### config.mk
export PLATFORM = sky130hd
export DESIGN_NAME = cyclic_sense_timer
export DESIGN_NICKNAME = d
export VERILOG_FILES = /design/src/rtl/cst_pkg.sv /design/src/rtl/cst_datapath.sv /design/src/rtl/cst_control.sv /design/src/rtl/cyclic_sense_timer.sv
export SDC_FILE = /design/constraint.sdc
export NUM_CORES = 1
export LEC_CHECK = 0
export BUFFER_PORTS_ARGS = -buffer_cell sky130_fd_sc_hd__buf_4
export CAP_MARGIN = 15
export CORE_MARGIN = 3
export CORE_UTILIZATION = 53
export DETAILED_ROUTE_END_ITERATION = 10
export GPL_TIMING_DRIVEN = 0
export PLACE_DENSITY = 0.73
export SLEW_MARGIN = 10
export SYNTH_ARGS = -nofsm -noshare
export SYNTH_HDL_FRONTEND = slang
export SYNTH_SLANG_ARGS = --single-unit
### constraint.sdc
create_clock -name clk -period 2.18 [get_ports clk]
set_input_delay 0.436 -clock clk [delete_from_list [all_inputs] [get_ports clk]]
set_output_delay 0.436 -clock clk [all_outputs]
set_load 0.02 [all_outputs]
### src/rtl/cst_pkg.sv
package cst_pkg;

  typedef enum logic [1:0] {
    ST_IDLE    = 2'd0,
    ST_CYCLIC  = 2'd1,
    ST_ONESHOT = 2'd2,
    ST_SPENT   = 2'd3
  } cstMode_e;

  // Strobes from control to datapath
  typedef struct packed {
    logic clear;    // zero the interval counter
    logic latch;    // capture the interval length from code and extension
    logic advance;  // counter may step on a tick
  } cstCtl_t;

endpackage

### src/rtl/cst_datapath.sv
module cst_datapath
  import cst_pkg::*;
#(
  parameter int CODE_W  = 3,
  parameter int STEP_MS = 20,
  parameter int EXT_MUL = 8,
  parameter int CNT_W   = 11
) (
  input  logic              clk,
  input  logic              rstN,
  input  logic              timWrEn,
  input  logic              timSel,
  input  logic [CODE_W-1:0] timCode,
  input  logic              extBit,
  input  logic              msTick,
  input  cstCtl_t           ctl,
  output logic              codeZero,
  output logic              expire,
  output logic [CNT_W-1:0]  cntVal,
  output logic [CNT_W-1:0]  limitVal
);

  logic [CODE_W-1:0] codeReg;
  logic [CNT_W-1:0]  baseLen;
  logic [CNT_W-1:0]  fullLen;
  logic              atLast;

  // Interval code register, written only when the sense path is selected
  always_ff @(posedge clk or negedge rstN) begin
    if (!rstN) begin
      codeReg <= '0;
    end else if (timWrEn && timSel) begin
      codeReg <= timCode;
    end
  end

  assign codeZero = (codeReg == '0);

  always_comb begin
    baseLen = CNT_W'(codeReg) * CNT_W'(STEP_MS);
    fullLen = extBit ? baseLen * CNT_W'(EXT_MUL) : baseLen;
  end

  // Interval length captured at entry
  always_ff @(posedge clk or negedge rstN) begin
    if (!rstN) begin
      limitVal <= '0;
    end else if (ctl.latch) begin
      limitVal <= fullLen;
    end
  end

  assign atLast = (limitVal != '0) && (cntVal == limitVal - CNT_W'(1));
  assign expire = ctl.advance && msTick && atLast;

  always_ff @(posedge clk or negedge rstN) begin
    if (!rstN) begin
      cntVal <= '0;
    end else if (ctl.clear) begin
      cntVal <= '0;
    end else if (ctl.advance && msTick) begin
      if (atLast) begin
        cntVal <= '0;
      end else begin
        cntVal <= cntVal + CNT_W'(1);
      end
    end
  end

endmodule

### src/rtl/cst_control.sv
module cst_control
  import cst_pkg::*;
(
  input  logic    clk,
  input  logic    rstN,
  input  logic    lowPower,
  input  logic    switchOn,
  input  logic    wakeClear,
  input  logic    codeZero,
  input  logic    expire,
  output cstCtl_t ctl,
  output logic    senseStrobe,
  output logic    wakeReq
);

  cstMode_e mode, modeNext;
  logic     lpPrev;
  logic     entry;
  logic     running;

  assign entry   = lowPower && !lpPrev;
  assign running = (mode == ST_CYCLIC) || (mode == ST_ONESHOT);

  always_comb begin
    modeNext = mode;
    if (!lowPower) begin
      modeNext = ST_IDLE;
    end else if (entry) begin
      if (codeZero) begin
        modeNext = ST_IDLE;
      end else if (switchOn) begin
        modeNext = ST_CYCLIC;
      end else begin
        modeNext = ST_ONESHOT;
      end
    end else if (mode == ST_ONESHOT && expire) begin
      modeNext = ST_SPENT;
    end
  end

  always_comb begin
    ctl         = '0;
    ctl.clear   = entry || !lowPower;
    ctl.latch   = entry;
    ctl.advance = lowPower && !entry && running;
  end

  always_ff @(posedge clk or negedge rstN) begin
    if (!rstN) begin
      mode        <= ST_IDLE;
      lpPrev      <= 1'b0;
      senseStrobe <= 1'b0;
      wakeReq     <= 1'b0;
    end else begin
      mode        <= modeNext;
      lpPrev      <= lowPower;
      senseStrobe <= expire && (mode == ST_CYCLIC);
      if (expire && mode == ST_ONESHOT) begin
        wakeReq <= 1'b1;
      end else if (wakeClear) begin
        wakeReq <= 1'b0;
      end
    end
  end

endmodule

### src/rtl/cyclic_sense_timer.sv
module cyclic_sense_timer
  import cst_pkg::*;
#(
  parameter int CODE_W  = 3,
  parameter int STEP_MS = 20,
  parameter int EXT_MUL = 8
) (
  input  logic              clk,
  input  logic              rstN,
  input  logic              timWrEn,
  input  logic              timSel,
  input  logic [CODE_W-1:0] timCode,
  input  logic              extBit,
  input  logic              lowPower,
  input  logic              switchOn,
  input  logic              msTick,
  input  logic              wakeClear,
  output logic              senseStrobe,
  output logic              wakeReq
);

  localparam int MAX_LEN = ((1 << CODE_W) - 1) * STEP_MS * EXT_MUL;
  localparam int CNT_W   = $clog2(MAX_LEN + 1);

  cstCtl_t          ctl;
  logic             codeZero;
  logic             expire;
  logic [CNT_W-1:0] cntVal;
  logic [CNT_W-1:0] limitVal;

  cst_control u_ctrl (
    .clk        (clk),
    .rstN       (rstN),
    .lowPower   (lowPower),
    .switchOn   (switchOn),
    .wakeClear  (wakeClear),
    .codeZero   (codeZero),
    .expire     (expire),
    .ctl        (ctl),
    .senseStrobe(senseStrobe),
    .wakeReq    (wakeReq)
  );

  cst_datapath #(
    .CODE_W (CODE_W),
    .STEP_MS(STEP_MS),
    .EXT_MUL(EXT_MUL),
    .CNT_W  (CNT_W)
  ) u_dp (
    .clk     (clk),
    .rstN    (rstN),
    .timWrEn (timWrEn),
    .timSel  (timSel),
    .timCode (timCode),
    .extBit  (extBit),
    .msTick  (msTick),
    .ctl     (ctl),
    .codeZero(codeZero),
    .expire  (expire),
    .cntVal  (cntVal),
    .limitVal(limitVal)
  );

endmodule

==> impl_metrics.tcl, run 1 <==
set metrics [dict create \
    rows 19 \
    fin_hold_ws_ns 0.235 \
    ant_nets 0 \
    ys_warn_count 0 \
    period_share_pct 105 \
    status "complete, but fails checks" \
    period_minus_slack_ns 2.28 \
    hold_violations 0 \
    grtUsageMet2_pct 32.1 \
    grt_pass1_vias 1305 \
    gr-total-overflow 0 \
    cap_viol_max_count 0 \
    grt_setup_unrepaired "yes" \
    avgSynthCellArea_um2 9.81 \
    wl_um 3490 \
    cts_sinks 28 \
    synth_cell_types 43 \
    violations "setup timing" \
    io_buffers 12 \
    clock.fmax_ghz 0.439 \
    cts.clk_slew.worst_paths_ns 0.16 \
    path_max_fanout 7 \
    global_route.usage.met1_pct 24.2 \
    cp-start-kind "flip-flop" \
    slowest_delay_ns 0.40 \
    syn_nets 192 \
    final_nets 216 \
    cp_num_buf_inv 4 \
    cp.required_ns 2.42 \
    cp_cell_sequence "buf_6 -> inv_4 -> ha_4 -> nor2b_2 -> or3_1 -> a31o_1 -> o41ai_4 -> buf_6 -> buf_8 -> a21oi_2 -> a21o_1" \
    clock_latency_ns 0.33 \
    dieArea_um2 3920 \
    diodes 0 \
    core_um2 2900 \
    synth_top_area_share_pct 41.3 \
    critical_path.most_common_cell "buf_6" \
    ys_seq_area_share_pct 41.3 \
    vias 1343 \
    track_usage_pct 18.3 \
    synth.area.top_cells "dfrtp_1 (41%), ha_1 (5.2%), o21ai_0 (4.4%)" \
    maxSlewViolCount 0 \
    cts_buffers 3 \
    power_density_nw_per_um2 658 \
    crit_family "compound AO/OA/AOI/OAI gates" \
    first_iter_violations 80 \
    synth_area_leader_cell "dfrtp_1" \
    htreeDepth 1 \
    gp_congestion 0.805 \
    ir_worst_vdd_uv 546 \
    area_delta_synth_final_pct 18.6 \
    setup_viol 8 \
    io_pins 14 \
    clk_path_buf_depth 2 \
    crit_arrival_ns 2.52 \
    met3_usage_pct 2.16 \
    hp-class "in2reg" \
    crit_type "reg2reg" \
    netlist_area_um2 1700 \
    grt_first_pass_wirelength_um 5830 \
    drive_gt1_share_pct 24.5 \
    antenna_found_initial 0 \
    synth_seq_cells 28 \
    viasPerCell 5.64 \
    fp.dieW_um 62.6 \
    fin_skew_ns 0.00360 \
    crit_slowest_cell "dfrtp_1" \
    cts_tree "yes" \
    grt_max_degree 29 \
    slew_headroom_pct 65.1 \
    worst_pin_slew_ns 0.523 \
    drt_pre_antenna_iters 4 \
    power.leakage_nw 0.945 \
    start_util_pct 58.5 \
    dpl.hpwl_um 2490 \
    die_y_um 62.6 \
    top_usage_layer "met2" \
    clockRootBuffer "clkbuf_4" \
    synth_cells 173 \
    wire_per_inst_um 14.7 \
    drc 0 \
    layout_setup_ws_ns -0.0996 \
    post-route-util_pct 69.4 \
    crit_path_end_kind "flip-flop" \
]
-- Yosys cell counts (all sizes together) --
| master | n |
|---|---|
| xor2 | 7 |
| or2b | 6 |
| o22ai | 1 |
| inv | 8 |
| a21o | 4 |
| clkbuf | 2 |
| or3 | 1 |
| o41ai | 1 |
| a21oi | 7 |
| nand3 | 3 |
| and3b | 2 |
| mux2i | 3 |
| nor2 | 5 |
| nor2b | 2 |
| nand2b | 7 |
| o21ai | 15 |
| ha | 7 |
| nand2 | 18 |
| nor3b | 2 |
| a31o | 1 |
| a31oi | 2 |
| o2bb2ai | 3 |
| xnor2 | 4 |
| buf | 3 |
| dlygate4sd3 | 1 |
| mux2 | 3 |
| o311ai | 2 |
| dfrtp | 28 |
| o21a | 1 |
| nor4 | 3 |
| o31ai | 1 |
| a22oi | 1 |
| nor4bb | 1 |
| nor3 | 2 |
| o2111ai | 1 |
| and3 | 11 |
| o21bai | 4 |
-- path summary, 6_finish.rpt --
path	start	end	cells after the start	slack [ns]
min	lowPower	u_ctrl.lpPrev	1	0.23
min in group asynchronous	rstN	u_dp.limitVal[9]	2	0.54
max	u_dp.limitVal[2]	u_dp.cntVal[8]	11	-0.1
max reg2reg	u_dp.limitVal[2]	u_dp.cntVal[8]	11	-0.1
min reg2reg	u_dp.cntVal[0]	u_dp.cntVal[0]	1	0.51
max in group asynchronous	rstN	u_dp.limitVal[3]	2	1.36
-- cells in the final DEF (no fill, tap or decap), types with 2 or more instances in the layout --
master and count:
buf_4 15, clkbuf_1 2, nor3b_1 2, nor3_1 2
nor4_1 2, a21o_1 4, a21oi_2 3, inv_1 6
dlygate4sd3_1 2, nand2_1 18, nand3_1 3, or2b_2 6
dfrtp_1 27, o21ai_1 3, nand2b_1 7, xnor2_1 4
and3_1 7, nor2_1 5, mux2_2 3, buf_6 3
a21oi_1 4, o2bb2ai_1 3, clkbuf_4 3, ha_1 6
xor2_1 7, mux2i_1 3, and3_2 4, o21bai_1 4
o21ai_0 12, a31oi_1 2
-- metal layers --
metal	wire, um	up-vias
li1	-	657
met1	1630	658
met2	1740	26
met3	107	2
met4	14	0
met5	0	-
-- flip-flops by register name (all words and copies together), names as in the netlist --
register            count
u_ctrl.lpPrev           1
u_ctrl.mode             2
u_ctrl.senseStrobe      1
u_ctrl.wakeReq          1
u_dp.cntVal            11
u_dp.codeReg            3
u_dp.limitVal           9
-- metrics by stage --
stage	setup slack (ns)	cell area (um2)	cells	total power (W)	setup TNS [ns]
after CTS	-0.0958	2010	238	0.00132	-0.526
after global placement	-0.290	1860	227	0.000924	-2.51
after floorplan	-0.000201	1720	173	0.000855	-0.000600
after global routing	-0.193	2010	238	0.00141	-1.75
after detailed placement	-0.334	1860	227	0.000943	-3.15
final	-0.0996	2010	238	0.00132	-0.453
-- where the power goes --
group / switching, W / internal (W) / leakage, nW
Combinational: 0.000177 / 0.000173 / 0.548
Clock: 0.000161 / 0.000186 / 0.0279
Sequential: 0.0000662 / 0.000562 / 0.369
Total: 0.000404 / 0.000920 / 0.945
-- layout make-up --
cell class | count | area [um2]
multi-input cells | 131 | 952
fillers | 238 | 888
flip-flops and latches | 28 | 702
repair buffers | 19 | 173
well taps | 42 | 52.6
plain buffers | 6 | 47.5
inverters | 8 | 32.5
clock inverters | 1 | 30.0
clock buffers | 3 | 22.5
-- logic make-up after synthesis --
logic type,count (synthesis),share of synthesized area [%]
adder cells (fa/ha/maj),7,5.16
AND/OR/NAND/NOR,63,21.8
XOR/XNOR,11,5.68
multiplexers,6,3.76
flip-flops,28,41.3
AO/OA/AOI/OAI,44,18.4
buffers and inverters,14,3.98
-- timing repair --
action                     CTS  global route
gates resized for setup      7             4
setup endpoints to repair   14            14
pin swaps                    6             2
hold buffers                 1             0
cloned                       1             0
buffers inserted             5             0
hold endpoints to repair    16             0
Power figures use the tool's default switching activity.
==> inputs of run 2 (changes only) <==
--- a/config.mk
+++ b/config.mk
@@ -13,4 +13,5 @@
 export GPL_TIMING_DRIVEN = 0
 export PLACE_DENSITY = 0.73
+export SKIP_LAST_GASP = 1
 export SLEW_MARGIN = 10
 export SYNTH_ARGS = -nofsm -noshare
==> constraint.sdc (replaced) <==
create_clock -name clk -period 2.18 [get_ports clk]
set_input_delay 0.109 -clock clk [delete_from_list [all_inputs] [get_ports clk]]
set_output_delay 0.109 -clock clk [all_outputs]
set_load 0.02 [all_outputs]
==> run 2 against run 1 <==
The run still ends with setup timing left. Die area did not move. First-iteration DRC count down 13%. Cell area is 2.9% higher. Critical path depth down 1. Power rose by 1.1%. Cell count grew 1.7%. Clock skew up 0.0017 ns. Critical endpoint unchanged.
==> impl_metrics.tcl, run 2 (synthesized netlist as in run 1, its figures left out) <==
set metrics [dict create \
    status "complete, but fails checks" \
    violations "setup timing" \
    track_usage_pct 18.7 \
    core_um2 2900 \
    clock_latency_ns 0.33 \
    cp_cell_sequence "inv_4 -> ha_4 -> nor2b_1 -> or3_1 -> a31o_1 -> o41ai_4 -> buf_6 -> buf_8 -> a21oi_2 -> a21o_1" \
    hold_violations 0 \
    path_max_fanout 7 \
    cts_tree "yes" \
    area_delta_synth_final_pct 22.1 \
    wl_um 3640 \
    fp.dieW_um 62.6 \
    diodes 0 \
    grt_first_pass_wirelength_um 5950 \
    cts.clk_slew.worst_paths_ns 0.16 \
    grt_max_degree 29 \
    die_y_um 62.6 \
    wire_per_inst_um 15.0 \
    path_depth 10 \
    drive_gt1_share_pct 26.5 \
    reg.largest.list "u_dp.cntVal: 11 flops, u_dp.limitVal: 9 flops, u_dp.codeReg: 3 flops" \
    htreeDepth 1 \
    cp-start-kind "flip-flop" \
    viasPerCell 5.69 \
    power.leakage_nw 0.960 \
    io_buffers 12 \
    period_minus_slack_ns 2.27 \
    crit_end "u_dp.cntVal[8]" \
    crit_path_start "u_dp.limitVal[2]" \
    crit_family "compound AO/OA/AOI/OAI gates" \
    fin_hold_ws_ns 0.0443 \
    vias 1378 \
    largest_reg_flops 11 \
    r2r_slack_ns -0.09 \
    pre_cts_ws_ns -0.334 \
    slew_headroom_pct 65.2 \
    antenna_found_initial 0 \
    power_density_nw_per_um2 647 \
    start_util_pct 58.5 \
    final_cell_mix "dfrtp_1 (27), nand2_1 (18), buf_4 (16), o21ai_0 (13)" \
    cp_num_buf_inv 3 \
    fin_skew_ns 0.00531 \
    worst_pin_slew_ns 0.521 \
    crit_slowest_cell "dfrtp_1" \
    worst_r2r_endpoint "u_dp.cntVal[8]" \
    ant_nets 0 \
    grt_setup_unrepaired "yes" \
    hp-class "in2reg" \
    first_iter_violations 70 \
    crit_path_end_kind "flip-flop" \
    dpl.hpwl_um 2490 \
    drt_pre_antenna_iters 4 \
    fillers 232 \
    final_nets 220 \
    grt_pass1_vias 1333 \
    gp_congestion 0.805 \
    slowest_delay_ns 0.47 \
    setup_viol 8 \
    io_pins 14 \
    cap_viol_max_count 0 \
    dieArea_um2 3920 \
    maxSlewViolCount 0 \
    ir_worst_vdd_uv 553 \
    reg2reg_from "u_dp.limitVal[2]" \
    cts_buffers 3 \
    period_share_pct 104 \
    drc 0 \
    rows 19 \
    power_w 0.00134 \
    cp.required_ns 2.42 \
    final_common_cell "dfrtp_1" \
    layout_setup_ws_ns -0.0870 \
    crit_type "reg2reg" \
    final.setup.tns_ns -0.389 \
    gr-total-overflow 0 \
    clk_path_buf_depth 2 \
    clockRootBuffer "clkbuf_4" \
    worstRegToRegCells 10 \
    cts_sinks 28 \
    clock.fmax_ghz 0.441 \
    top_register "u_dp.cntVal" \
    crit_arrival_ns 2.51 \
    post-route-util_pct 71.4 \
]
-- run 2: report_power, final --
part	internal (W)	leakage, nW	switching [W]	total [W]
combinational	0.000176	0.563	0.000187	0.000363
clock	0.000186	0.0279	0.000158	0.000344
sequential	0.000562	0.369	0.0000703	0.000632
-- run 2: worst min-delay path by stage --
stage / from / endpoint / slack, ns / depth (start not counted)
floorplan: rstN / u_ctrl.lpPrev / -0.19 / 0
global placement: rstN / u_dp.cntVal[8] / 0.05 / 1
detailed placement: rstN / u_dp.cntVal[10] / 0.05 / 1
CTS: switchOn / u_ctrl.mode[1] / 0.02 / 3
finish: switchOn / u_ctrl.mode[1] / 0.04 / 3
global route: switchOn / u_ctrl.mode[1] / 0.02 / 3
-- run 2: area by class of cell --
class,instances,area [um2],area share (%)
inverter,8,32.5,1.57
clock inverter,1,30.0,1.45
sequential,28,702,33.9
tap,42,52.6,2.54
timing repair buffer,24,211,10.2
clock buffer,3,22.5,1.09
buffer,5,36.3,1.75
multi-input combinational,131,983,47.5
-- run 2: what timing repair did --
| action | 4_1_cts | 5_1_grt |
|---|---|---|
| hold buffers | 6 | 0 |
| hold endpoints to repair | 33 | 0 |
| gates resized for setup | 7 | 8 |
| buffers inserted | 5 | 1 |
| gates cloned | 1 | 0 |
| pin swaps | 6 | 6 |
| setup endpoints to repair | 14 | 14 |
-- run 2: per-stage QoR --
| step | instances | cell area [um2] |
|---|---|---|
| floorplan | 173 | 1720 |
| global placement | 227 | 1860 |
| detailed placement | 227 | 1860 |
| CTS | 243 | 2060 |
| global route | 242 | 2070 |
| finish | 242 | 2070 |
-- run 2: worst reg2reg max path, delay by kind of cell (launching register included) --
family / cells / cell delay, ns
adders and majority gates: 1 / 0.18
buffers and inverters: 3 / 0.35
AOI/OAI and AO/OA: 4 / 0.75
DFF: 1 / 0.47
and+or+nand+nor: 2 / 0.43
-- run 2: layer usage --
metal | vias up | track usage, % | routed length, um
li1 | 664 | - | -
met1 | 688 | 24.4 | 1660
met2 | 24 | 33.3 | 1880
met3 | 2 | 2.16 | 93
met4 | 0 | 3.86 | 14
met5 | - | 0 | 0
==> inputs of run 3 (changes only) <==
Settings changed: CTS_CLUSTER_DIAMETER set to 150, RECOVER_POWER set to 50.
==> run 3 against run 2 <==
Sequential share of layout area is 0.062 points higher. Combinational power hardly changed. Cell count stayed put. Critical path depth stayed put. Worst hold slack stayed put. Power hardly changed. First-iteration DRC count stayed put. Core utilization is 0.13 points lower. The flow finishes with violations (capacitance limit, slew limit, setup timing). Largest cell class unchanged. Non-clock buffer count stayed put. Clock skew stayed put. Wire length hardly changed.
==> impl_metrics.tcl, run 3 (synthesized netlist as in run 1, its figures left out) <==
set metrics [dict create \
    crit_type "reg2reg" \
    viasPerCell 5.69 \
    period_minus_slack_ns 2.27 \
    clock_latency_ns 0.33 \
    clk_path_buf_depth 2 \
    power.leakage_nw 0.957 \
    maxSlewViolCount 29 \
    reg2reg_from "u_dp.limitVal[2]" \
    drive_gt1_share_pct 26.0 \
    final_common_cell "dfrtp_1" \
    crit_path_start "u_dp.limitVal[2]" \
    route.met3.wl_um 93 \
    layout_setup_ws_ns -0.0870 \
    fp.dieW_um 62.6 \
    cap_viol_max_count 1 \
    ant_nets 0 \
    power_density_nw_per_um2 647 \
    cts_buffers 3 \
    cp-start-kind "flip-flop" \
    grt_setup_unrepaired "yes" \
    die_y_um 62.6 \
    final_nets 220 \
    cts_sinks 28 \
    stdcell_area_um2 2070 \
    fin_skew_ns 0.00531 \
    htreeDepth 1 \
    worst_pin_slew_ns 1.57 \
    cts.clk_slew.worst_paths_ns 0.16 \
    area_delta_synth_final_pct 21.8 \
    cp_cell_sequence "inv_4 -> ha_4 -> nor2b_1 -> or3_1 -> a31o_1 -> o41ai_4 -> buf_6 -> buf_8 -> a21oi_2 -> a21o_1" \
    violations "capacitance limit, slew limit, setup timing" \
    largest_reg_flops 11 \
    path_max_fanout 7 \
    cts_tree "yes" \
    io_pins 14 \
    crit_path_end_kind "flip-flop" \
    crit_slowest_cell "dfrtp_1" \
    antenna_found_initial 0 \
    placed_area_um2 1860 \
    worstRegToRegCells 10 \
    status "complete, but fails checks" \
    period_share_pct 104 \
    fin_hold_ws_ns 0.0443 \
    top_register "u_dp.cntVal" \
    wl_met1_um 1660 \
    clockRootBuffer "clkbuf_4" \
    hp-class "in2reg" \
    final_cell_mix "dfrtp_1 (27), nand2_1 (18), buf_4 (15), o21ai_0 (13)" \
    post-route-util_pct 71.3 \
    wl_um 3640 \
    setup_viol 8 \
    crit_end "u_dp.cntVal[8]" \
    clock.fmax_ghz 0.441 \
    diodes 0 \
    drc 0 \
    slowest_delay_ns 0.47 \
    core_um2 2900 \
    first_iter_violations 70 \
    dieArea_um2 3920 \
    fillers 234 \
    r2r_slack_ns -0.09 \
    gp_congestion 0.805 \
    grt_first_pass_wirelength_um 5950 \
    grt_max_degree 29 \
    slew_headroom_pct -4.44 \
    wire_per_inst_um 15.0 \
    crit_arrival_ns 2.51 \
    start_util_pct 58.5 \
    io_buffers 12 \
    dr_wl_met2_um 1880 \
    track_usage_pct 18.7 \
    gr-total-overflow 0 \
    highest_layer "met4" \
    worst_r2r_endpoint "u_dp.cntVal[8]" \
    reg.largest.list "u_dp.cntVal: 11 flops, u_dp.limitVal: 9 flops, u_dp.codeReg: 3 flops" \
    grt_pass1_vias 1333 \
    ir_worst_vdd_uv 553 \
    cp.required_ns 2.42 \
    drt_pre_antenna_iters 4 \
    rows 19 \
    dpl.hpwl_um 2490 \
    vias 1378 \
    hold_violations 0 \
]
## run 3: changes by cell type in the layout (fill, tap and decap cells not counted)
cell and change:
buf_4 -1, clkbuf_1 +1
## run 3: layer usage
layer / vias to the layer above / global-route usage [%]
li1: 664 / -
met1: 688 / 24.4
met2: 24 / 33.3
met3: 2 / 2.16
met4: 0 / 3.86
met5: - / 0
## run 3: per-stage QoR
stage / total power, W / worst slack, ns / TNS [ns] / instances
global route: 0.00142 / -0.178 / -1.49 / 242
finish: 0.00134 / -0.0870 / -0.389 / 242
detailed placement: 0.000943 / -0.334 / -3.15 / 227
floorplan: 0.000855 / -0.000201 / -0.000600 / 173
global placement: 0.000924 / -0.290 / -2.51 / 227
CTS: 0.00133 / -0.0958 / -0.526 / 243
## run 3: what timing repair did
item,in CTS,in global routing
setup buffers,5,1
pin swaps,6,6
hold buffers,6,0
endpoints found under the setup margin,14,14
endpoints found under the hold margin,33,0
resized for setup,7,8
cloned,1,0
## run 3: worst min path at each step
stage                     cells past startpoint              end     start
final                                         3   u_ctrl.mode[1]  switchOn
after global routing                          3   u_ctrl.mode[1]  switchOn
after CTS                                     3   u_ctrl.mode[1]  switchOn
after detailed placement                      1  u_dp.cntVal[10]      rstN
after global placement                        1   u_dp.cntVal[8]      rstN
after floorplan                               0    u_ctrl.lpPrev      rstN
## run 3: cell type report
class | count | area (um2) | area share [%]
Buffer | 5 | 36.3 | 1.76
Clock buffer | 3 | 22.5 | 1.09
Clock inverter | 1 | 30.0 | 1.45
Inverter | 8 | 32.5 | 1.57
Multi-Input combinational cell | 131 | 983 | 47.6
Sequential cell | 28 | 702 | 34.0
Tap cell | 42 | 52.6 | 2.54
Timing Repair Buffer | 24 | 208 | 10.0
## run 3: report_power, final
group	internal (W)	switching, W
logic	0.000175	0.000187
registers	0.000562	0.0000703
clock network	0.000186	0.000158
total	0.000922	0.000416
## run 3: worst max-delay path, delay by kind of cell, from the launching register on
kind | cells | cell delay [ns]
buffers and inverters | 3 | 0.35
and+or+nand+nor | 2 | 0.43
DFF | 1 | 0.47
AOI/OAI and AO/OA | 4 | 0.75
adders and majority gates | 1 | 0.18
